===== src/rtl/adc_pwrup_pkg.sv =====
`timescale 1ns/1ps
package adc_pwrup_pkg;

   // Sequencer stages, ordered so that a later stage keeps every earlier enable
   typedef enum logic [2:0] {
      PS_OFF   = 3'd0,
      PS_CLK   = 3'd1,
      PS_REF   = 3'd2,
      PS_CORE  = 3'd3,
      PS_READY = 3'd4
   } pwr_state_e;

   localparam int unsigned MIN_REF_WAIT_US = 5000;

   // Microseconds to clock cycles, rounded up
   function automatic longint unsigned us_to_cycles(input longint unsigned freq_hz,
                                                    input longint unsigned dur_us);
      return (freq_hz * dur_us + 64'd999_999) / 64'd1_000_000;
   endfunction

   function automatic int unsigned max3(input int unsigned a,
                                        input int unsigned b,
                                        input int unsigned c);
      int unsigned m;
      m = a;
      if (b > m) m = b;
      if (c > m) m = c;
      return m;
   endfunction

endpackage


===== src/rtl/adc_pwrup_timer.sv =====
`timescale 1ns/1ps
module adc_pwrup_timer #(
   parameter int unsigned CNT_W = 8
) (
   input  logic             clk,
   input  logic             rst,
   input  logic             load,
   input  logic [CNT_W-1:0] load_val,
   output logic             expired
);

   logic [CNT_W-1:0] cnt_q;

   always_ff @(posedge clk) begin
      if (rst) begin
         cnt_q <= '0;
      end else if (load) begin
         cnt_q <= load_val;
      end else if (cnt_q != '0) begin
         cnt_q <= cnt_q - 1'b1;
      end
   end

   assign expired = (cnt_q == '0);

endmodule


===== src/rtl/adc_pwrup_fsm.sv =====
`timescale 1ns/1ps
module adc_pwrup_fsm
   import adc_pwrup_pkg::*;
#(
   parameter int unsigned      CNT_W     = 8,
   parameter logic [CNT_W-1:0] LEAD_LOAD = '0,
   parameter logic [CNT_W-1:0] REF_LOAD  = '0,
   parameter logic [CNT_W-1:0] CORE_LOAD = '0
) (
   input  logic             clk,
   input  logic             rst,
   input  logic             start,
   input  logic             expired,
   output logic             load,
   output logic [CNT_W-1:0] load_val,
   output logic             clk_en,
   output logic             ref_en,
   output logic             core_en,
   output logic             rdy
);

   pwr_state_e st_q, st_d;

   always_ff @(posedge clk) begin
      if (rst) st_q <= PS_OFF;
      else     st_q <= st_d;
   end

   // Each transition into a timed stage loads the stage length minus one
   always_comb begin
      st_d     = st_q;
      load     = 1'b0;
      load_val = '0;
      case (st_q)
         PS_OFF: begin
            if (start) begin
               st_d     = PS_CLK;
               load     = 1'b1;
               load_val = LEAD_LOAD;
            end
         end
         PS_CLK: begin
            if (expired) begin
               st_d     = PS_REF;
               load     = 1'b1;
               load_val = REF_LOAD;
            end
         end
         PS_REF: begin
            if (expired) begin
               st_d     = PS_CORE;
               load     = 1'b1;
               load_val = CORE_LOAD;
            end
         end
         PS_CORE: begin
            if (expired) st_d = PS_READY;
         end
         PS_READY: st_d = PS_READY;
         default:  st_d = PS_OFF;
      endcase
   end

   assign clk_en  = (st_q == PS_CLK) || (st_q == PS_REF) ||
                    (st_q == PS_CORE) || (st_q == PS_READY);
   assign ref_en  = (st_q == PS_REF) || (st_q == PS_CORE) || (st_q == PS_READY);
   assign core_en = (st_q == PS_CORE) || (st_q == PS_READY);
   assign rdy     = (st_q == PS_READY);

endmodule


===== src/rtl/adc_pwrup_convgate.sv =====
`timescale 1ns/1ps
module adc_pwrup_convgate #(
   parameter bit ACCEPT_REG = 1'b1
) (
   input  logic clk,
   input  logic rst,
   input  logic conv_req,
   input  logic rdy,
   output logic conv_accept,
   output logic early_req
);

   always_ff @(posedge clk) begin
      if (rst)                  early_req <= 1'b0;
      else if (conv_req && !rdy) early_req <= 1'b1;
   end

   generate
      if (ACCEPT_REG) begin : g_accept_reg
         logic acc_q;
         always_ff @(posedge clk) begin
            if (rst) acc_q <= 1'b0;
            else     acc_q <= conv_req && rdy;
         end
         assign conv_accept = acc_q;
      end else begin : g_accept_comb
         assign conv_accept = conv_req && rdy;
      end
   endgenerate

endmodule


===== src/rtl/adc_pwrup_seq.sv =====
`timescale 1ns/1ps
module adc_pwrup_seq
   import adc_pwrup_pkg::*;
#(
   parameter int unsigned CLK_FREQ_HZ     = 100_000_000,
   parameter int unsigned REF_WAIT_US     = 8000,
   parameter int unsigned CORE_WAIT_US    = 20,
   parameter int unsigned CLK_LEAD_CYCLES = 4,
   parameter bit          ACCEPT_REG      = 1'b1
) (
   input  logic clk,
   input  logic rst,
   input  logic start,
   input  logic conv_req,
   output logic adc_clk_en,
   output logic ref_pwr_en,
   output logic core_pwr_en,
   output logic ready,
   output logic conv_accept,
   output logic early_req
);

   localparam int unsigned REF_CYC  = 32'(us_to_cycles(CLK_FREQ_HZ, REF_WAIT_US));
   localparam int unsigned CORE_CYC = 32'(us_to_cycles(CLK_FREQ_HZ, CORE_WAIT_US));
   localparam int unsigned MAX_CYC  = max3(CLK_LEAD_CYCLES, REF_CYC, CORE_CYC);
   localparam int unsigned CNT_W    = (MAX_CYC < 2) ? 1 : $clog2(MAX_CYC);
   localparam logic [CNT_W-1:0] LEAD_LOAD = CNT_W'(CLK_LEAD_CYCLES - 1);
   localparam logic [CNT_W-1:0] REF_LOAD  = CNT_W'(REF_CYC - 1);
   localparam logic [CNT_W-1:0] CORE_LOAD = CNT_W'(CORE_CYC - 1);

   generate
      if (CLK_FREQ_HZ == 0) begin : g_bad_freq
         $error("adc_pwrup_seq: CLK_FREQ_HZ must be non-zero");
      end
      if (REF_WAIT_US < MIN_REF_WAIT_US) begin : g_bad_ref
         $error("adc_pwrup_seq: REF_WAIT_US below the minimum settling time");
      end
      if (CORE_WAIT_US == 0) begin : g_bad_core
         $error("adc_pwrup_seq: CORE_WAIT_US must be non-zero");
      end
      if (CLK_LEAD_CYCLES == 0) begin : g_bad_lead
         $error("adc_pwrup_seq: CLK_LEAD_CYCLES must be non-zero");
      end
   endgenerate

   logic             tmr_load;
   logic [CNT_W-1:0] tmr_val;
   logic             tmr_expired;
   logic             rdy_int;

   adc_pwrup_timer #(.CNT_W(CNT_W)) u_timer (
      .clk      (clk),
      .rst      (rst),
      .load     (tmr_load),
      .load_val (tmr_val),
      .expired  (tmr_expired)
   );

   adc_pwrup_fsm #(
      .CNT_W     (CNT_W),
      .LEAD_LOAD (LEAD_LOAD),
      .REF_LOAD  (REF_LOAD),
      .CORE_LOAD (CORE_LOAD)
   ) u_fsm (
      .clk      (clk),
      .rst      (rst),
      .start    (start),
      .expired  (tmr_expired),
      .load     (tmr_load),
      .load_val (tmr_val),
      .clk_en   (adc_clk_en),
      .ref_en   (ref_pwr_en),
      .core_en  (core_pwr_en),
      .rdy      (rdy_int)
   );

   adc_pwrup_convgate #(.ACCEPT_REG(ACCEPT_REG)) u_gate (
      .clk         (clk),
      .rst         (rst),
      .conv_req    (conv_req),
      .rdy         (rdy_int),
      .conv_accept (conv_accept),
      .early_req   (early_req)
   );

   assign ready = rdy_int;

endmodule


===== config.mk =====
export PLATFORM = sky130hd
export DESIGN_NAME = adc_pwrup_seq
export DESIGN_NICKNAME = d
export VERILOG_FILES = /design/src/rtl/adc_pwrup_pkg.sv /design/src/rtl/adc_pwrup_timer.sv /design/src/rtl/adc_pwrup_fsm.sv /design/src/rtl/adc_pwrup_convgate.sv /design/src/rtl/adc_pwrup_seq.sv
export SDC_FILE = /design/constraint.sdc
export NUM_CORES = 1
export LEC_CHECK = 0
export ABC_AREA = 1
export CORE_MARGIN = 2
export CORE_UTILIZATION = 58
export CTS_BUF_LIST = sky130_fd_sc_hd__clkbuf_16
export DETAILED_ROUTE_END_ITERATION = 10
export GPL_ROUTABILITY_DRIVEN = 1
export PLACE_DENSITY = 0.78
export RECOVER_POWER = 100
export SETUP_SLACK_MARGIN = 0.5
export SYNTH_ARGS = -nofsm -noshare
export SYNTH_HDL_FRONTEND = slang
export SYNTH_SLANG_ARGS = --single-unit
export TNS_END_PERCENT = 20

===== constraint.sdc =====
create_clock -name clk -period 1.6 [get_ports clk]
set_clock_uncertainty 0.05 [all_clocks]
set_input_delay 0.32 -clock clk [delete_from_list [all_inputs] [get_ports clk]]
set_output_delay 0.32 -clock clk [all_outputs]
set_load 0.05 [all_outputs]

==> impl_results.md, run 1 <==
* Post-synthesis cell type count at 28
* Error msg: [ERROR GRT-0232] Routing congestion too high. Check the congestion heatmap in the GUI.
* CTS max path bufs at 2
* Syn Area/Cell at between 6 and 7 µm²
* Root buf cell: clkbuf_16
* Hpwl dp at 3.53 mm
* YS warnings at 0
* Ys async rst share at 0%
* Worst endpoint type: primary output
* I/O Pins at 10
* Yosys reg bits at 25
* H-tree lvl count at 1
* Post-synth EDFFs at 0
* Initial Util at 62.5%
* GR repair worst EP: adc_clk_en
* Status: stopped before the end
* Chip width at 56.2 µm
* Largest net degree at the start of global routing at 15
* Port bufs at 9
* Chip height at between 50 and 60 µm
* Leading cell types by total area after synthesis: dfxtp_1 32%, nand2_1 13%, nor2_1 12%
* Post-synth top area share at 31.7%
* Total Routing Usage GR at 79.0%
* Seq/Total Area, Yosys at 31.7%
* Mapped Cells at between 200 and 250
* Stop stage: global routing (5_1_grt)
* CTS Hold Buffers Added at 0
* Gr ovfl total at between 100 and 150
* Post-synthesis net count at between 200 and 250
* Rows at 18
* Ys flop type: dfxtp_1
* Cell Area, Synth at 1580 µm²
* CTS Buf Count at 3
* TritonCTS sink count at 25
* Synth area leader: dfxtp_1
* GPL Wtd Cong at 0.997
==> through the flow <==
stage / TNS [ns] / utilization [%] / setup slack [ns] / std cells / instance area [µm²]
floorplan: 0 / - / 0.120 / 243 / 1630
global placement: -0.512 / 79.7 / -0.0687 / 309 / 2010
detailed placement: -1.59 / 79.7 / -0.117 / 309 / 2010
CTS: 0 / 91.0 / 0.0153 / 318 / 2290
==> per-layer routing <==
metal  overflow  global-route usage, %
met2         86                    105
met1          1                   77.9
met3          0                   44.4
met4         47                   93.9
met5          0                      0
==> kinds of logic after synthesis <==
kind of cell / after synthesis / share of synthesized area (%)
buffers and inverters: 26 / 6.74
adders and majority gates: 2 / 1.59
AOI/OAI and AO/OA: 26 / 8.80
DFF: 25 / 31.7
xor gates and xnor gates: 8 / 4.44
and+or+nand+nor: 156 / 46.7
==> cells in the mapped netlist (2+ instances only) <==
cell / number
nand2_1: 54
nor2_1: 52
dfxtp_1: 25
inv_1: 19
nand3_1: 18
a21oi_1: 16
nor2_2: 7
nand2_2: 6
nand4_1: 6
o21ai_0: 5
xor2_1: 5
inv_2: 4
nand3b_1: 3
nor2_4: 3
xnor2_1: 3
ha_1: 2
nand3_2: 2
nor3_1: 2
o21ai_1: 2
==> repair_timing <==
item / CTS
gates resized for setup: 48
setup buffers: 5
endpoints found under the hold margin: 0
endpoints found under the setup margin: 29
pin swaps: 16
==> run 2, diff against run 1 <==
CORE_UTILIZATION = 40   (was 58)
CTS_BUF_LIST = default   (was sky130_fd_sc_hd__clkbuf_16)
PLACE_DENSITY = default   (was 0.78)
PLACE_DENSITY_LB_ADDON = 0.15   (was default)
SETUP_SLACK_MARGIN = default   (was 0.5)
==> run 2 against run 1 <==
Against the previous run: the flow now finishes, with violations (setup timing); synthesized cell count unchanged; area after synthesis unchanged.
==> impl_results.md, run 2 <==
* Yosys reg bits at 25 (unchanged)
* Syn Area/Cell at 6.49 µm² (unchanged)
* Worst-margin pin slew at 0.272 ns
* R2R setup slack at 0.04 ns
* Worst hold path cell count at 2
* CP Capture Point: adc_clk_en
* Initial Util at 42.5% (-20 points)
* CP Launch Type: flop
* Clock slew at reported path FFs at 0.09 ns
* Post-route cell area at 2420 µm²
* Core footprint at about 3700 µm²
* Clock power share at ~6.2%
* Leak Pwr at 1.15 nW
* PD cells at around 2500 nW/µm²
* Worst path cell trace: nor2_4 -> nand2_1 -> nand2_2 -> inv_2 -> nand3_2 -> buf_12
* Register share of total power at 17.5%
* Chip width at 66.8 µm (+19%)
* Total die area at 4460 µm²
* Via count at 1,735
* Total Routing Usage GR at 22.1%
* Ys flop type: dfxtp_1
* Mapped Cells at 243 (unchanged)
* Path length in cells of the critical path at 6
* Ant diodes at 0
* Slew HR at approximately four fifths
* Psw at 0.00304 W
* Setup CP Type: reg -> out
* Synth area leader: dfxtp_1
* Critical R2R Launch: u_timer.cnt_q[11]
* Post-DP Area at 2090 µm² (+4.2%)
* Leading cell types by total area after synthesis: dfxtp_1 32%, nand2_1 13%, nor2_1 12%
* Final WS setup at -0.00402 ns
* Fin util at 65.2%
* Cell with the most instances after synthesis: nand2_1
* Nets at 308
* Sw Ratio at 49.3%
* Seq/Total Area, Yosys at 31.7% (unchanged)
* Chip height at 66.8 µm (+19%)
* Syn-to-layout area delta at 53.5%
* Post-synthesis net count at 249 (unchanged)
* Int Power at 0.00313 W
* Post-synth top area share at 31.7% (unchanged)
* Hpwl dp at 3.33 mm (-5.6%)
* Drt drc at 0
* Wire per inst at 12.9 µm
* Final ANT Viol Nets at 0
* H-tree lvl count at 1 (unchanged)
* Post-synthesis cell type count at 28 (unchanged)
* Status: finished with violations
* Drt pass-1 iters at 4
* CTS Hold Buffers Added at 0 (unchanged)
* Rows at 22 (+4)
* Tcrit/Tclk final at 100%
* CP endpoint kind: output pin
* Largest regs: u_timer.cnt_q (20), u_fsm.st_q (3)
* CTS Buf Count at 3 (unchanged)
* Critical path data required time at 1.23 ns
* Max FFs per register at 20
* Most frequent cells in the layout: 48 x nand2_1, 46 x buf_4, 41 x nor2_1
* CP arrival at 1.23 ns
* Slowest stage delay, CP at 0.38 ns
* CP Buf/Inv Count at 2
* Cell Area, Synth at 1580 µm² (unchanged)
* Unrepaired setup endpoints after global routing: true
* GPL Wtd Cong at 0.948 (-5.0%)
* Wirelength, routed at 4.52 mm
* Port bufs at 9 (unchanged)
* Hold Violations, Final at 0
* Final setup fails at 1
* Critical hold path startpoint: u_gate.early_req
* CP max-delay cell: dfxtp_4
* Comb pwr share at 76.4%
* Number of global-route vias before repair at 1,590
* Failing checks: setup timing
* Largest net degree at the start of global routing at 14
* CTS max path bufs at 2 (unchanged)
* Root buf cell: clkbuf_8
* Worst skew pair latency at 0.27 ns
* Initial antenna violation count at 0
* Largest delay contributor family on the critical path: simple AND/OR/NAND/NOR gates
* Post-synth EDFFs at 0 (unchanged)
* Max Clk Rate at 623 MHz
* Worst Path Max Fanout at 3
* Commonest non-fill, non-tap cell in the layout: nand2_1
* TritonCTS sink count at 25 (unchanged)
* Drt first-iter violations at slightly above 70
* Critical R2R Capture: u_timer.cnt_q[16]
* TritonCTS clock tree: built
* Period minus WS final at 1.60 ns
* Hold Crit Class: reg -> reg
* Max_cap viols at 0
* YS warnings at 0 (unchanged)
* Most flop-heavy register: u_timer.cnt_q
* Gr ovfl total at 0
* Routed vias/inst at 4.97
* Layout cells sized above 1 at 41.9%
* Ys async rst share at 0% (unchanged)
* Slew Limit Fails at 0
* Top post-synthesis cells by count: 54 x nand2_1, 52 x nor2_1, 25 x dfxtp_1, 19 x inv_1, 18 x nand3_1
* I/O Pins at 10 (unchanged)
* Peak supply drop at 1120 µV
* Worst setup path start: u_fsm.st_q[2]
* First-pass GRT wire length at 7.26 mm
* Reg2Reg Depth at 8
## run 2: repair_timing
action | 4_1_cts | 5_1_grt
setup endpoints to repair | 14 | 26
endpoints found under the hold margin | 0 | 0
setup buffers | 5 | 3
gates resized for setup | 24 | 47
pin swaps | 9 | 18
## run 2: worst reg2reg max path, stage by stage (launching register included)
cell      delay, ns
dfxtp_2        0.34
nor2_4         0.14
nand2_4        0.08
nor2_8         0.20
nand3b_1       0.21
buf_4          0.19
buf_4          0.13
nand4_1        0.08
nor2_1         0.04
## run 2: how the worst min path moves through the flow
stage	endpoint
floorplan	u_gate.conv_accept
global placement	u_gate.early_req
detailed placement	u_gate.early_req
CTS	u_gate.early_req
global route	u_gate.early_req
finish	u_gate.early_req
## run 2: layout make-up
type,instances,area (µm²)
Fill cell,320,1290
Multi-Input combinational cell,192,1180
Sequential cell,25,523
Timing Repair Buffer,57,518
Inverter,23,91.3
Tap cell,48,60.1
Clock buffer,4,45.0
## run 2: power by group through the flow
stage / sequential, W / clock, W / combinational [W]
global placement: 0.000988 / 0 / 0.00403
CTS: 0.00101 / 0.000393 / 0.00430
detailed placement: 0.000988 / 0 / 0.00404
floorplan: 0.00101 / 0 / 0.00247
global route: 0.00111 / 0.000431 / 0.00512
finish: 0.00108 / 0.000380 / 0.00471
## run 2: cell families (layout without fill, tap and decap cells)
family          count (synthesis)  count (layout)  share of synthesized area (%)
simple gates                  156             156                           46.7
compound gates                 26              26                           8.80
buf+inv                        26              84                           6.74
flops                          25              25                           31.7
fa+ha+maj                       2               2                           1.59
xor+xnor                        8               8                           4.44
## run 2: per-stage QoR
| step | hold WS, ns | TNS, ns | power [W] | std cells | worst slack [ns] |
|---|---|---|---|---|---|
| 2_1_floorplan | 0.415 | -0.166 | 0.00348 | 243 | -0.0863 |
| 3_3_place_gp | 0.453 | -1.04 | 0.00502 | 338 | -0.0906 |
| 3_5_place_dp | 0.461 | -1.48 | 0.00503 | 338 | -0.125 |
| 4_1_cts | 0.472 | -0.0127 | 0.00570 | 347 | -0.00433 |
| 5_1_grt | 0.493 | -0.307 | 0.00666 | 349 | -0.0625 |
| 6_report | 0.469 | -0.00402 | 0.00617 | 349 | -0.00402 |
## run 2: layer usage
metal  GRT usage (%)  vias to the layer above  part of all wire (%)
li1                -                      895                     -
met1            29.2                      798                    47
met2            36.8                       31                    49
met3            2.20                       11                   2.0
met4            8.67                        0                   2.6
met5               0                        -                     0
Note: power is estimated with default switching activity, not from simulation.
